### config.mk
export PLATFORM = sky130hd
export DESIGN_NAME = tmr_top
export DESIGN_NICKNAME = d
export VERILOG_FILES = /design/src/rtl/tmr_pkg.sv /design/src/rtl/tmr_regs.sv /design/src/rtl/tmr_prescaler.sv /design/src/rtl/tmr_counter.sv /design/src/rtl/tmr_top.sv
export SDC_FILE = /design/constraint.sdc
export NUM_CORES = 1
export LEC_CHECK = 0
export ABC_AREA = 1
export BUFFER_PORTS_ARGS = -buffer_cell sky130_fd_sc_hd__buf_2
export CORE_MARGIN = 2
export CORE_UTILIZATION = 55
export DETAILED_ROUTE_END_ITERATION = 10
export PLACE_DENSITY_LB_ADDON = 0.15
export SYNTH_ARGS = -nofsm -noshare
export SYNTH_HDL_FRONTEND = slang
export SYNTH_SLANG_ARGS = --single-unit
### constraint.sdc
create_clock -name clk -period 4.2 [get_ports clk]
set_input_delay 1.05 -clock clk [delete_from_list [all_inputs] [get_ports clk]]
set_output_delay 1.05 -clock clk [all_outputs]
set_load 0.01 [all_outputs]
### src/rtl/tmr_pkg.sv
package tmr_pkg;
  localparam int ADDR_W = 3;

  localparam logic [ADDR_W-1:0] A_CTRL   = 3'd0;
  localparam logic [ADDR_W-1:0] A_PSC    = 3'd1;
  localparam logic [ADDR_W-1:0] A_RELOAD = 3'd2;
  localparam logic [ADDR_W-1:0] A_EVENT  = 3'd3;
  localparam logic [ADDR_W-1:0] A_STATUS = 3'd4;

  localparam int BIT_STAGE = 0;
  localparam int BIT_FORCE = 0;
  localparam int BIT_FLAG  = 0;
endpackage

### src/rtl/tmr_regs.sv
module tmr_regs
  import tmr_pkg::*;
#(
  parameter int DATA_W = 16,
  parameter int CNT_W  = 16,
  parameter int PSC_W  = 16
) (
  input  logic              clk,
  input  logic              rst,
  input  logic              wr_en,
  input  logic [ADDR_W-1:0] wr_addr,
  input  logic [DATA_W-1:0] wr_data,
  input  logic              ue,
  output logic              stage_en,
  output logic [PSC_W-1:0]  psc_act,
  output logic [CNT_W-1:0]  rld_act,
  output logic              force_upd,
  output logic              flag_clr
);
  generate
    if (CNT_W > DATA_W || PSC_W > DATA_W) begin : g_bad_width
      $error("counter or prescaler wider than data port");
    end
  endgenerate

  logic             wr_ctrl, wr_psc, wr_rld;
  logic [PSC_W-1:0] psc_buf;
  logic [CNT_W-1:0] rld_buf;
  logic             wr_data_unused;

  assign wr_data_unused = ^wr_data;

  assign wr_ctrl   = wr_en && (wr_addr == A_CTRL);
  assign wr_psc    = wr_en && (wr_addr == A_PSC);
  assign wr_rld    = wr_en && (wr_addr == A_RELOAD);
  assign force_upd = wr_en && (wr_addr == A_EVENT) && wr_data[BIT_FORCE];
  assign flag_clr  = wr_en && (wr_addr == A_STATUS) && !wr_data[BIT_FLAG];

  always_ff @(posedge clk) begin
    if (rst) begin
      stage_en <= 1'b0;
      psc_buf  <= '0;
      psc_act  <= '0;
      rld_buf  <= '0;
      rld_act  <= '0;
    end else begin
      if (wr_ctrl) stage_en <= wr_data[BIT_STAGE];
      if (wr_psc)  psc_buf  <= wr_data[PSC_W-1:0];
      if (wr_rld)  rld_buf  <= wr_data[CNT_W-1:0];
      if (ue)      psc_act  <= psc_buf;
      if (wr_rld && !stage_en)   rld_act <= wr_data[CNT_W-1:0];
      else if (ue && stage_en)   rld_act <= rld_buf;
    end
  end

  // a staged reload never moves without an update
  assert_reload_held_R4: assert property (@(posedge clk) disable iff (rst)
    (stage_en && !ue) |=> $stable(rld_act));

  // the prescale moves only on update events
  assert_psc_staged_R6: assert property (@(posedge clk) disable iff (rst)
    !ue |=> $stable(psc_act));
endmodule

### src/rtl/tmr_prescaler.sv
module tmr_prescaler #(
  parameter int PSC_W = 16
) (
  input  logic             clk,
  input  logic             rst,
  input  logic             run,
  input  logic             restart,
  input  logic [PSC_W-1:0] psc_act,
  output logic             tick
);
  logic [PSC_W-1:0] pcnt;

  assign tick = run && (pcnt >= psc_act);

  always_ff @(posedge clk) begin
    if (rst)          pcnt <= '0;
    else if (restart) pcnt <= '0;
    else if (run)     pcnt <= tick ? '0 : pcnt + PSC_W'(1);
  end

  // the divider never runs past the active prescale
  assert_pcnt_bound_R6: assert property (@(posedge clk) disable iff (rst)
    pcnt <= psc_act);

  // a forced update restarts the divider
  assert_pcnt_restart_R7: assert property (@(posedge clk) disable iff (rst)
    restart |=> pcnt == '0);
endmodule

### src/rtl/tmr_counter.sv
module tmr_counter #(
  parameter int CNT_W = 16
) (
  input  logic             clk,
  input  logic             rst,
  input  logic             tick,
  input  logic             restart,
  input  logic [CNT_W-1:0] rld_act,
  output logic             ovf,
  output logic [CNT_W-1:0] cnt
);
  assign ovf = tick && (cnt >= rld_act);

  always_ff @(posedge clk) begin
    if (rst)          cnt <= '0;
    else if (restart) cnt <= '0;
    else if (tick)    cnt <= ovf ? '0 : cnt + CNT_W'(1);
  end

  // a zero reload freezes the counter
  assert_zero_stall_R3: assert property (@(posedge clk) disable iff (rst)
    (rld_act == '0 && !restart) |=> $stable(cnt));

  // forced update restarts the count
  assert_cnt_restart_R7: assert property (@(posedge clk) disable iff (rst)
    restart |=> cnt == '0);
endmodule

### src/rtl/tmr_top.sv
module tmr_top
  import tmr_pkg::*;
#(
  parameter int DATA_W = 16,
  parameter int CNT_W  = 16,
  parameter int PSC_W  = 16
) (
  input  logic              clk,
  input  logic              rst,
  input  logic              wr_en,
  input  logic [ADDR_W-1:0] wr_addr,
  input  logic [DATA_W-1:0] wr_data,
  input  logic              count_en,
  output logic              upd_pulse,
  output logic              irq_flag,
  output logic [CNT_W-1:0]  count
);
  logic             stage_en, force_upd, flag_clr;
  logic [PSC_W-1:0] psc_act;
  logic [CNT_W-1:0] rld_act;
  logic             run, tick, ovf, ue;

  assign run = count_en && (rld_act != '0);
  assign ue  = ovf || force_upd;

  tmr_regs #(.DATA_W(DATA_W), .CNT_W(CNT_W), .PSC_W(PSC_W)) u_regs (
    .clk(clk), .rst(rst), .wr_en(wr_en), .wr_addr(wr_addr), .wr_data(wr_data),
    .ue(ue), .stage_en(stage_en), .psc_act(psc_act), .rld_act(rld_act),
    .force_upd(force_upd), .flag_clr(flag_clr)
  );

  tmr_prescaler #(.PSC_W(PSC_W)) u_psc (
    .clk(clk), .rst(rst), .run(run), .restart(force_upd),
    .psc_act(psc_act), .tick(tick)
  );

  tmr_counter #(.CNT_W(CNT_W)) u_cnt (
    .clk(clk), .rst(rst), .tick(tick), .restart(force_upd),
    .rld_act(rld_act), .ovf(ovf), .cnt(count)
  );

  always_ff @(posedge clk) begin
    if (rst) begin
      upd_pulse <= 1'b0;
      irq_flag  <= 1'b0;
    end else begin
      upd_pulse <= ue;
      if (ue)            irq_flag <= 1'b1;
      else if (flag_clr) irq_flag <= 1'b0;
    end
  end

  // each event yields a pulse on the next cycle
  assert_pulse_follows_R8: assert property (@(posedge clk) disable iff (rst)
    ue |=> upd_pulse);

  // every event leaves the flag set
  assert_flag_set_R9: assert property (@(posedge clk) disable iff (rst)
    ue |=> irq_flag);

  // writing one to the flag bit keeps it
  assert_flag_keep_R10: assert property (@(posedge clk) disable iff (rst)
    (irq_flag && wr_en && wr_addr == A_STATUS && wr_data[BIT_FLAG]) |=> irq_flag);

  // counting stops with the enable low
  assert_enable_hold_R11: assert property (@(posedge clk) disable iff (rst)
    (!count_en && !force_upd) |=> ($stable(count) && !upd_pulse));

  // stage mode is off coming out of reset
  assert_reset_mode_R1: assert property (@(posedge clk)
    rst |=> (!stage_en && count == '0 && !irq_flag));
endmodule

* After elaboration in Yosys (flattened, before gate mapping)
Cells that the tools add are included.
** Storage, ports and cells
- Register bits after elaboration :: 99
- Latch bits :: 0
- Bits in writable memories :: 0
- ROM bits :: 0
- Input port bits :: 23
- Word-level logic and storage cells :: 43
- Memories kept :: 0
** Cells by class
- Add/subtract/negate cells :: 2
- $mul :: 0
- Div/mod/pow operators :: 0
- $lt $le $gt $ge :: 2
- Equality and inequality tests :: 4
- Shift-type cells :: 0
- Muxes and demuxes :: 6
- Bitwise logic cells :: 0
- Reductions and logical operators :: 20
** Operators with widths (count)
- $mux W16 :: 4
- $add A16 B1 Y16 const B :: 2
- $ge A16 B16 Y1 :: 2
- $reduce_bool A16 Y1 :: 1
- $logic_and A1 B1 Y1 :: 12
- $eq A3 B2 Y1 const B :: 2
- $reduce_bool A2 Y1 :: 2
- $eq A3 B1 Y1 const B :: 1
- $eq A3 B3 Y1 const B :: 1
- $logic_not A3 Y1 :: 1
- $logic_not A1 Y1 :: 2
- $mux W1 :: 2
- $reduce_or A2 Y1 :: 1
- $logic_or A1 B1 Y1 :: 1

* Logic depth before layout (Yosys ltp)
Gate-level depths: netlist of the first run.
- Word-level depth :: 8
- Mapped depth :: 18

* Hierarchy
A second synthesis of the first run with hierarchy kept.
** Unflattened totals
- Cells, all modules :: 726
- Area total of the unflattened synthesis :: 5178.7 µm²
** By module, submodules not included
- tmr_regs :: times used 1, cells an instance 360, area each 2651.3 µm², sequential area each 1301.2 µm²
- tmr_counter :: times used 1, cells an instance 171, area each 1201.2 µm², sequential area each 320.3 µm²
- tmr_prescaler :: times used 1, cells an instance 171, area each 1201.2 µm², sequential area each 320.3 µm²
- tmr_top :: times used 1, cells an instance 24, area each 125.1 µm², sequential area each 40.0 µm²

* Worst setup path before layout of the first run
No wires, ideal clock.
- Path kind :: input-to-reg
- Start :: input wr_en
- End :: register u_regs.rld_act[10]
- Arrival time :: 2.098 ns
- Data required time :: 4.131 ns
- Setup slack :: 2.033 ns
- Stages :: 9
- Path through :: inv_1 > nor2_1 > inv_1 > nor3_2 > nand2_2 > clkbuf_1 > o21ai_0 > nand2_1 > a21oi_2
** On the way
- Word-level cells in the longest chain between the ends :: 5
** Ends and longest elaborated chain
- start: declaration :: line tmr_top.sv:10 : input logic wr_en,
- $logic_and A1 B1 Y1 (2 in series) :: line tmr_regs.sv:36 : assign force_upd = wr_en && (wr_addr == A_EVENT) && wr_data[BIT_FORCE];
- $logic_or A1 B1 Y1 :: line tmr_top.sv:24 : assign ue = ovf || force_upd;
- $logic_and A1 B1 Y1 :: line tmr_regs.sv:52 : else if (ue && stage_en) rld_act <= rld_buf;
- $reduce_bool A2 Y1 (no line)
- end signal: assignment :: line tmr_regs.sv:51 : if (wr_rld && !stage_en) rld_act <= wr_data[CNT_W-1:0];
- end signal: assignment :: line tmr_regs.sv:52
- end: declaration :: line tmr_regs.sv:16 : output logic [CNT_W-1:0] rld_act,
Parallel ways exist; a longest one is shown, timed or not.
A chain may end at the register's enable or synchronous reset.

* Final worst setup path of the first run
- Start :: register u_psc.pcnt[0]
- End :: register u_psc.pcnt[6]
** On the way
- Word-level cells in the longest chain between the ends :: 3
** Ends and longest elaborated chain
- start: declaration :: line tmr_prescaler.sv:11 : logic [PSC_W-1:0] pcnt;
- start signal: assignment :: line tmr_prescaler.sv:18 : else if (run) pcnt <= tick ? '0 : pcnt + PSC_W'(1);
- $ge A16 B16 Y1 :: line tmr_prescaler.sv:13 : assign tick = run && (pcnt >= psc_act);
- $logic_and A1 B1 Y1 :: line tmr_prescaler.sv:13
- $mux W16 (*) :: line tmr_prescaler.sv:18
Mark *: on every way between the ends. The rest lies on a longest branch, timed or not.

==> results of run 1 <==
## state kept, by name, summed over array words and instances (netlist names)
| signal | count |
|---|---|
| u_regs.psc_buf | 16 |
| u_psc.pcnt | 16 |
| u_regs.rld_act | 16 |
| u_regs.rld_buf | 16 |
| u_regs.stage_en | 1 |
| irq_flag | 1 |
| upd_pulse | 1 |
| u_cnt.cnt | 16 |
| u_regs.psc_act | 16 |
## kinds of logic after synthesis
kind of cell / share of synthesized area (%)
AND/OR/NAND/NOR: 24.6
AO/OA/AOI/OAI: 16.1
adder cells (fa/ha/maj): 8.35
XOR/XNOR: 2.41
flip-flops: 38.9
buffers and inverters: 9.70
## how the worst max path moves through the flow
stage / start / end / slack [ns]
after floorplan: wr_en / u_regs.rld_act[10]$_SDFFE_PP0P_ / 2.03
after detailed placement: count_en / u_psc.pcnt[6]$_SDFFE_PP0P_ / 1.34
after CTS: u_psc.pcnt[0]$_SDFFE_PP0P_ / u_psc.pcnt[6]$_SDFFE_PP0P_ / 1.66
after global placement: count_en / u_psc.pcnt[6]$_SDFFE_PP0P_ / 1.38
final: u_psc.pcnt[0]$_SDFFE_PP0P_ / u_psc.pcnt[6]$_SDFFE_PP0P_ / 1.66
after global routing: u_psc.pcnt[0]$_SDFFE_PP0P_ / u_psc.pcnt[6]$_SDFFE_PP0P_ / 1.38
## worst min-delay path, stage by stage (launching register included)
cell and delay, ns:
sky130_fd_sc_hd__dfxtp_1 0.32, sky130_fd_sc_hd__nand2_1 0.06, sky130_fd_sc_hd__nand2_1 0.04
## area by class of cell
type                            count  area [um2]
Clock buffer                        9         124
Clock inverter                      7        57.6
Fill cell                         838        3600
Inverter                           97         367
Multi-Input combinational cell    462        2620
Sequential cell                    99        1980
Tap cell                          111         139
Timing Repair Buffer               43         223
## placed cells by master (no fill, tap or decap), drive strengths merged
master,synthesis,layout
nor2,61,61
nand2,130,130
a21oi,66,66
a21boi,1,1
ha,34,34
inv,97,101
a21o,1,1
nand3b,2,2
nor4,3,3
buf,12,43
a211oi,2,2
clkbuf,10,9
nand3,35,35
clkinv,0,1
o22ai,4,4
a31oi,1,1
o21a,1,1
nor3,17,17
clkinvlp,0,2
o21ai,73,73
dfxtp,99,99
xor2,14,14
nor3b,5,5
nand4,11,11
o21bai,1,1
## power by group
part	internal [mW]	total [mW]	leakage, nW	switching (mW)
Clock	0.225	0.586	0.0886	0.360
Combinational	0.0577	0.191	1.44	0.133
Sequential	0.960	0.974	0.801	0.0141
## through the flow
| step | total power, mW | hold WS, ns | std cells | setup WS, ns | util [%] |
|---|---|---|---|---|---|
| after floorplan | 1.14 | 0.414 | 680 | 2.03 | - |
| after global placement | 1.18 | 0.426 | 812 | 1.38 | 58.5 |
| after detailed placement | 1.19 | 0.428 | 812 | 1.34 | 58.5 |
| after CTS | 1.76 | 0.452 | 828 | 1.66 | 60.5 |
| after global routing | 1.82 | 0.469 | 828 | 1.38 | 60.5 |
| final | 1.75 | 0.451 | 828 | 1.66 | 60.5 |
## layer usage
metal	GRT usage, %	vias to the layer above	share of wire (%)	wire length, um
met1	33.5	1982	47	5490
met4	8.22	0	1.9	220
met3	3.62	19	4.8	551
li1	-	2296	-	-
met5	0	-	0	0
met2	39.7	112	46	5330
==> impl_metrics.toml, run 1 <==
[logic_synthesis]
synth_cell_count_leaders = "122 x sky130_fd_sc_hd__nand2_1, 99 x sky130_fd_sc_hd__dfxtp_1, 90 x sky130_fd_sc_hd__inv_1"
synth_top_flop_cell = "sky130_fd_sc_hd__dfxtp_1"
synth.yosys.seq_area_share_pct = 38.9
synth_area_mm2 = 0.00510
fraction_of_registers_with_async_set_reset_pct = 0
synth_edf_count = 0
post_synth_num_cell_types = 39
synth.area.top_cells = "sky130_fd_sc_hd__dfxtp_1 39%, sky130_fd_sc_hd__nand2_1 9.0%, sky130_fd_sc_hd__ha_1 8.3%, sky130_fd_sc_hd__inv_1 6.6%, sky130_fd_sc_hd__o21ai_0 6.4%"
avgSynthCellArea_um2 = 7.49
post-synth-top-count-cell = "sky130_fd_sc_hd__nand2_1"
synth.largest_area_cell = "sky130_fd_sc_hd__dfxtp_1"
netlist.area_leader.share_pct = 38.9
yosysWarningCount = 0
ys_ff_latch = 99
netlist_instances = 680
postSynthNetCount = 737

[die]
die_area_mm2 = 0.0101
die_width_um = 100
pin_count = 41
std_cell_rows = 35
floorplan.initialDensity_pct = 55.9
core_region_area_mm2 = 0.00911
dieHeight_um = 100

[hold_path]
min_to = "u_regs.psc_act[0]$_SDFFE_PP0P_"
hp-start = "u_regs.psc_buf[0]$_SDFFE_PP0P_"
worst_hold_path.num_cells = 2
hold_path_class = "reg -> reg"

[job]
maxCapViolations = 0

[pwr]
p_leak_nw = 2.33
power-per-cell-area_mw_per_mm2 = 318
peakVddDrop_mv = 0.183

[sta]
layout_worst_path_cycle_share_pct = 60.4
setup_skew_after_layout_ns = 0.0146
finalHoldViolations = 0
timing_worst_slew_pin_value_ns = 0.824
finalWorstPathRequiredPeriod_ns = 2.54
slew_viol_final = 0
setup-tns-final_ns = 0
max-slew-margin-rel_pct = 45.0
grt_setup_unrepaired = "no"
number_of_setup_violations_in_the_final_report = 0
fmax_mhz = 394

[worst_setup_path]
wp_depth = 15
timing.reg2reg.setup_slack_ns = 1.66
buffer_and_inverter_count_on_the_worst_path = 2
cpLargestDelayFamily = "simple AND/OR/NAND/NOR gates"
worst-endpoint-arrival_ns = 2.84
critical_path.startpoint_type = "flop"
worst_r2r_path_depth = 15
critPathCaptureType = "flop"
crit_slowest_cell = "sky130_fd_sc_hd__dfxtp_1"
crit_chain = "inv_1 -> ha_1 -> nand2_1 -> nand3_1 -> nand2_1 -> nand2_1 -> nand2_1 -> nand2_1 -> nand2_1 -> nand2_4 -> nand2_1 -> nand2_1 -> inv_1 -> o21ai_0 -> a21oi_1"
crit_path_max_incr_delay_ns = 0.39
source_of_the_worst_register_to_register_timing_path = "u_psc.pcnt[0]$_SDFFE_PP0P_"
cp_common_cell = "sky130_fd_sc_hd__nand2_1"
timing.rr.end = "u_psc.pcnt[6]$_SDFFE_PP0P_"
crit_required_ns = 4.50
path_class = "reg -> reg"
path_max_fanout = 12

[routing]
detail-route-antenna-nets = 0
drc = 0
detail_route.wl_per_cell_um = 14.0
detailed_route_wire_length_um = 11600
detailedRoute.firstPassIterationCount = 4
dr.first_iter.drc_count = 203
dr_total_vias = 4409
via_per_inst = 5.32

[placed_design]
hpwlAfterDp_um = 8860
buffers_added_on_ports = 40
gp_congestion = 0.911
placedInstanceArea_mm2 = 0.00533

[clock_tree]
h-tree-depth = 3
post_cts_setup_repair_bufs = 0
cts_root_buf = "sky130_fd_sc_hd__clkbuf_8"
cts_inserted_buffers = 9
clock_sink_count = 99
hold_fix_buffers_at_cts = 0
clkSlewWorstSetupHoldPaths_ns = 0.11
clock_tree_from_tritoncts = "done"
insertion_delay_ns = 0.37
clk_path_buf_depth = 2
cts.repair.resized = 0

[final_layout]
num-nets-final = 769
final_design_area_no_fill_mm2 = 0.00551
antenna-diode-count = 0
layout-drive-gt1-share_pct = 14.1
flow.area_growth_from_synthesis_pct = 8.15

[global_routing]
grt.overflow.total = 0
antenna_found_initial = 0
grt_usage_pct = 24.5
pin_count_of_the_biggest_net_entering_global_routing = 38
first_global_vias = 4085
grt_pass1_wl_um = 19700

[run_status]
status = "finished, final reports clean"
Power figures use the tool's default switching activity.
==> inputs of run 2 (changes only) <==
- clock period: 4.2 -> 2.4 ns (I/O delays scaled with it)
==> run 2 against run 1 <==
  * Critical path type unchanged
  * Sequential cell count stayed put
  * Sequential power is 75% higher
  * Highest routed layer unchanged
  * Fmax is 17% higher
==> impl_metrics.toml, run 2 (synthesized netlist as in run 1, its figures left out) <==
[sta]
grt_setup_unrepaired = "no"
setup-tns-final_ns = 0
number_of_setup_violations_in_the_final_report = 0
slew_viol_final = 0
setup_skew_after_layout_ns = 0.0119
finalWorstPathRequiredPeriod_ns = 2.16
whs_ns = 0.458
fmax_mhz = 462
layout_worst_path_cycle_share_pct = 90.2
timing_worst_slew_pin_value_ns = 0.414
max-slew-margin-rel_pct = 72.2
finalHoldViolations = 0

[routing]
detailedRoute.firstPassIterationCount = 4
detail-route-antenna-nets = 0
detail_route.wl_per_cell_um = 13.7
wl_met3_um = 483
dr_total_vias = 4469
drc = 0
maxUsedRoutingLayer = "met4"
routed-wl-met2_um = 5230
via_per_inst = 5.31
dr.first_iter.drc_count = 190
met1Wirelength_um = 5620
detailed_route_wire_length_um = 11600

[worst_setup_path]
source_of_the_worst_register_to_register_timing_path = "u_regs.rld_act[15]$_SDFFE_PP0P_"
worst-endpoint-arrival_ns = 2.48
wp_depth = 14
worst_r2r_path_depth = 14
critical_path.startpoint_type = "flop"
timing.rr.end = "u_regs.rld_act[10]$_SDFFE_PP0P_"
crit_slowest_cell = "sky130_fd_sc_hd__dfxtp_1"
crit_chain = "inv_1 -> ha_1 -> nand2_1 -> inv_2 -> nand3_2 -> nor2_1 -> nand3_1 -> nand3_1 -> nand3_4 -> nand2_4 -> nand2_4 -> nand2_4 -> nand2_1 -> a21oi_2"
buffer_and_inverter_count_on_the_worst_path = 2
crit_path_max_incr_delay_ns = 0.39
crit_required_ns = 2.72
path_max_fanout = 17
critPathCaptureType = "flop"
cp_common_cell = "sky130_fd_sc_hd__nand2_4"
cpLargestDelayFamily = "simple AND/OR/NAND/NOR gates"
timing.reg2reg.setup_slack_ns = 0.24
path_class = "reg -> reg"

[hold_path]
min_to = "u_regs.psc_buf[11]$_SDFFE_PP0P_"
hp-start = "u_regs.psc_buf[11]$_SDFFE_PP0P_"
worst_hold_path.num_cells = 2
hold_path_class = "reg -> reg"

[final_layout]
n_fill_cell = 827
num-nets-final = 783
antenna-diode-count = 0
final_core_util_pct = 61.8
flow.area_growth_from_synthesis_pct = 10.4
layout-drive-gt1-share_pct = 15.7
layout.cells.most_common = "sky130_fd_sc_hd__nand2_1"
final_cell_mix = "122 x sky130_fd_sc_hd__nand2_1, 99 x sky130_fd_sc_hd__dfxtp_1, 90 x sky130_fd_sc_hd__inv_1"

[die]
pin_count = 41
core_region_area_mm2 = 0.00911
std_cell_rows = 35
die_area_mm2 = 0.0101
die_width_um = 100
floorplan.initialDensity_pct = 55.9
dieHeight_um = 100

[clock_tree]
h-tree-depth = 3
clock_sink_count = 99
hold_fix_buffers_at_cts = 0
insertion_delay_ns = 0.37
clk_path_buf_depth = 2
post_cts_setup_repair_bufs = 0
cts_root_buf = "sky130_fd_sc_hd__clkbuf_8"
clock_tree_from_tritoncts = "done"
cts.repair.resized = 0
cts_inserted_buffers = 9
clkSlewWorstSetupHoldPaths_ns = 0.11

[global_routing]
grt.overflow.total = 0
antenna_found_initial = 0
grt_usage_pct = 24.0
grt_pass1_wl_um = 19500
first_global_vias = 4169
pin_count_of_the_biggest_net_entering_global_routing = 30

[pwr]
power-per-cell-area_mw_per_mm2 = 552
totalPowerFinal_mw = 3.11
p_leak_nw = 2.41
peakVddDrop_mv = 0.316

[placed_design]
gp_congestion = 0.960
hpwlAfterDp_um = 8870
buffers_added_on_ports = 40

[run_status]
status = "finished, final reports clean"

[job]
maxCapViolations = 0
[run 2: metrics by stage]
| step | area (um2) | instances | worst slack, ns |
|---|---|---|---|
| CTS | 5630 | 842 | 0.225 |
| global route | 5630 | 842 | 0.00900 |
| floorplan | 5100 | 680 | 0.517 |
| global placement | 5440 | 826 | 0.306 |
| finish | 5630 | 842 | 0.235 |
| detailed placement | 5440 | 826 | 0.248 |
[run 2: worst max path at each step]
stage	startpoint	endpoint	slack, ns
4_1_cts	u_regs.rld_act[15]$_SDFFE_PP0P_	u_regs.rld_act[10]$_SDFFE_PP0P_	0.22
6_report	u_regs.rld_act[15]$_SDFFE_PP0P_	u_regs.rld_act[10]$_SDFFE_PP0P_	0.24
5_1_grt	u_psc.pcnt[0]$_SDFFE_PP0P_	u_cnt.cnt[4]$_SDFFE_PP0N_	0.009
3_5_place_dp	u_regs.rld_act[15]$_SDFFE_PP0P_	u_regs.rld_act[10]$_SDFFE_PP0P_	0.25
3_3_place_gp	wr_addr[2]	u_regs.rld_act[10]$_SDFFE_PP0P_	0.31
2_1_floorplan	u_cnt.cnt[13]$_SDFFE_PP0N_	u_regs.rld_act[10]$_SDFFE_PP0P_	0.52
[run 2: final cells by class]
class                           count  area, um2  area share [%]
Sequential cell                    99       1980            35.2
Tap cell                          111        139            2.47
Multi-Input combinational cell    462       2620            46.6
Clock buffer                        9        124            2.20
Inverter                           97        367            6.52
Timing Repair Buffer               57        328            5.83
Clock inverter                      7       67.6            1.20
[run 2: power by group]
group          switching, mW  total [mW]  internal [mW]  leakage, nW
clock network          0.650        1.06          0.407       0.0997
registers             0.0232        1.70           1.68        0.801
logic                  0.232       0.347          0.115         1.51
total                  0.905        3.11           2.20         2.41
[run 2: per-layer routing]
layer | vias up | GRT usage, %
li1 | 2308 | -
met1 | 2027 | 33.7
met2 | 117 | 38.2
met3 | 17 | 2.72
met4 | 0 | 8.54
met5 | - | 0
[run 2: worst register-to-register path: cells and delay by family (launching register included)]
kind	cells	cell delay, ns
AND/OR/NAND/NOR	10	1.20
flip-flops	1	0.39
adder cells (fa/ha/maj)	1	0.29
buffers and inverters	2	0.13
AO/OA/AOI/OAI	1	0.12
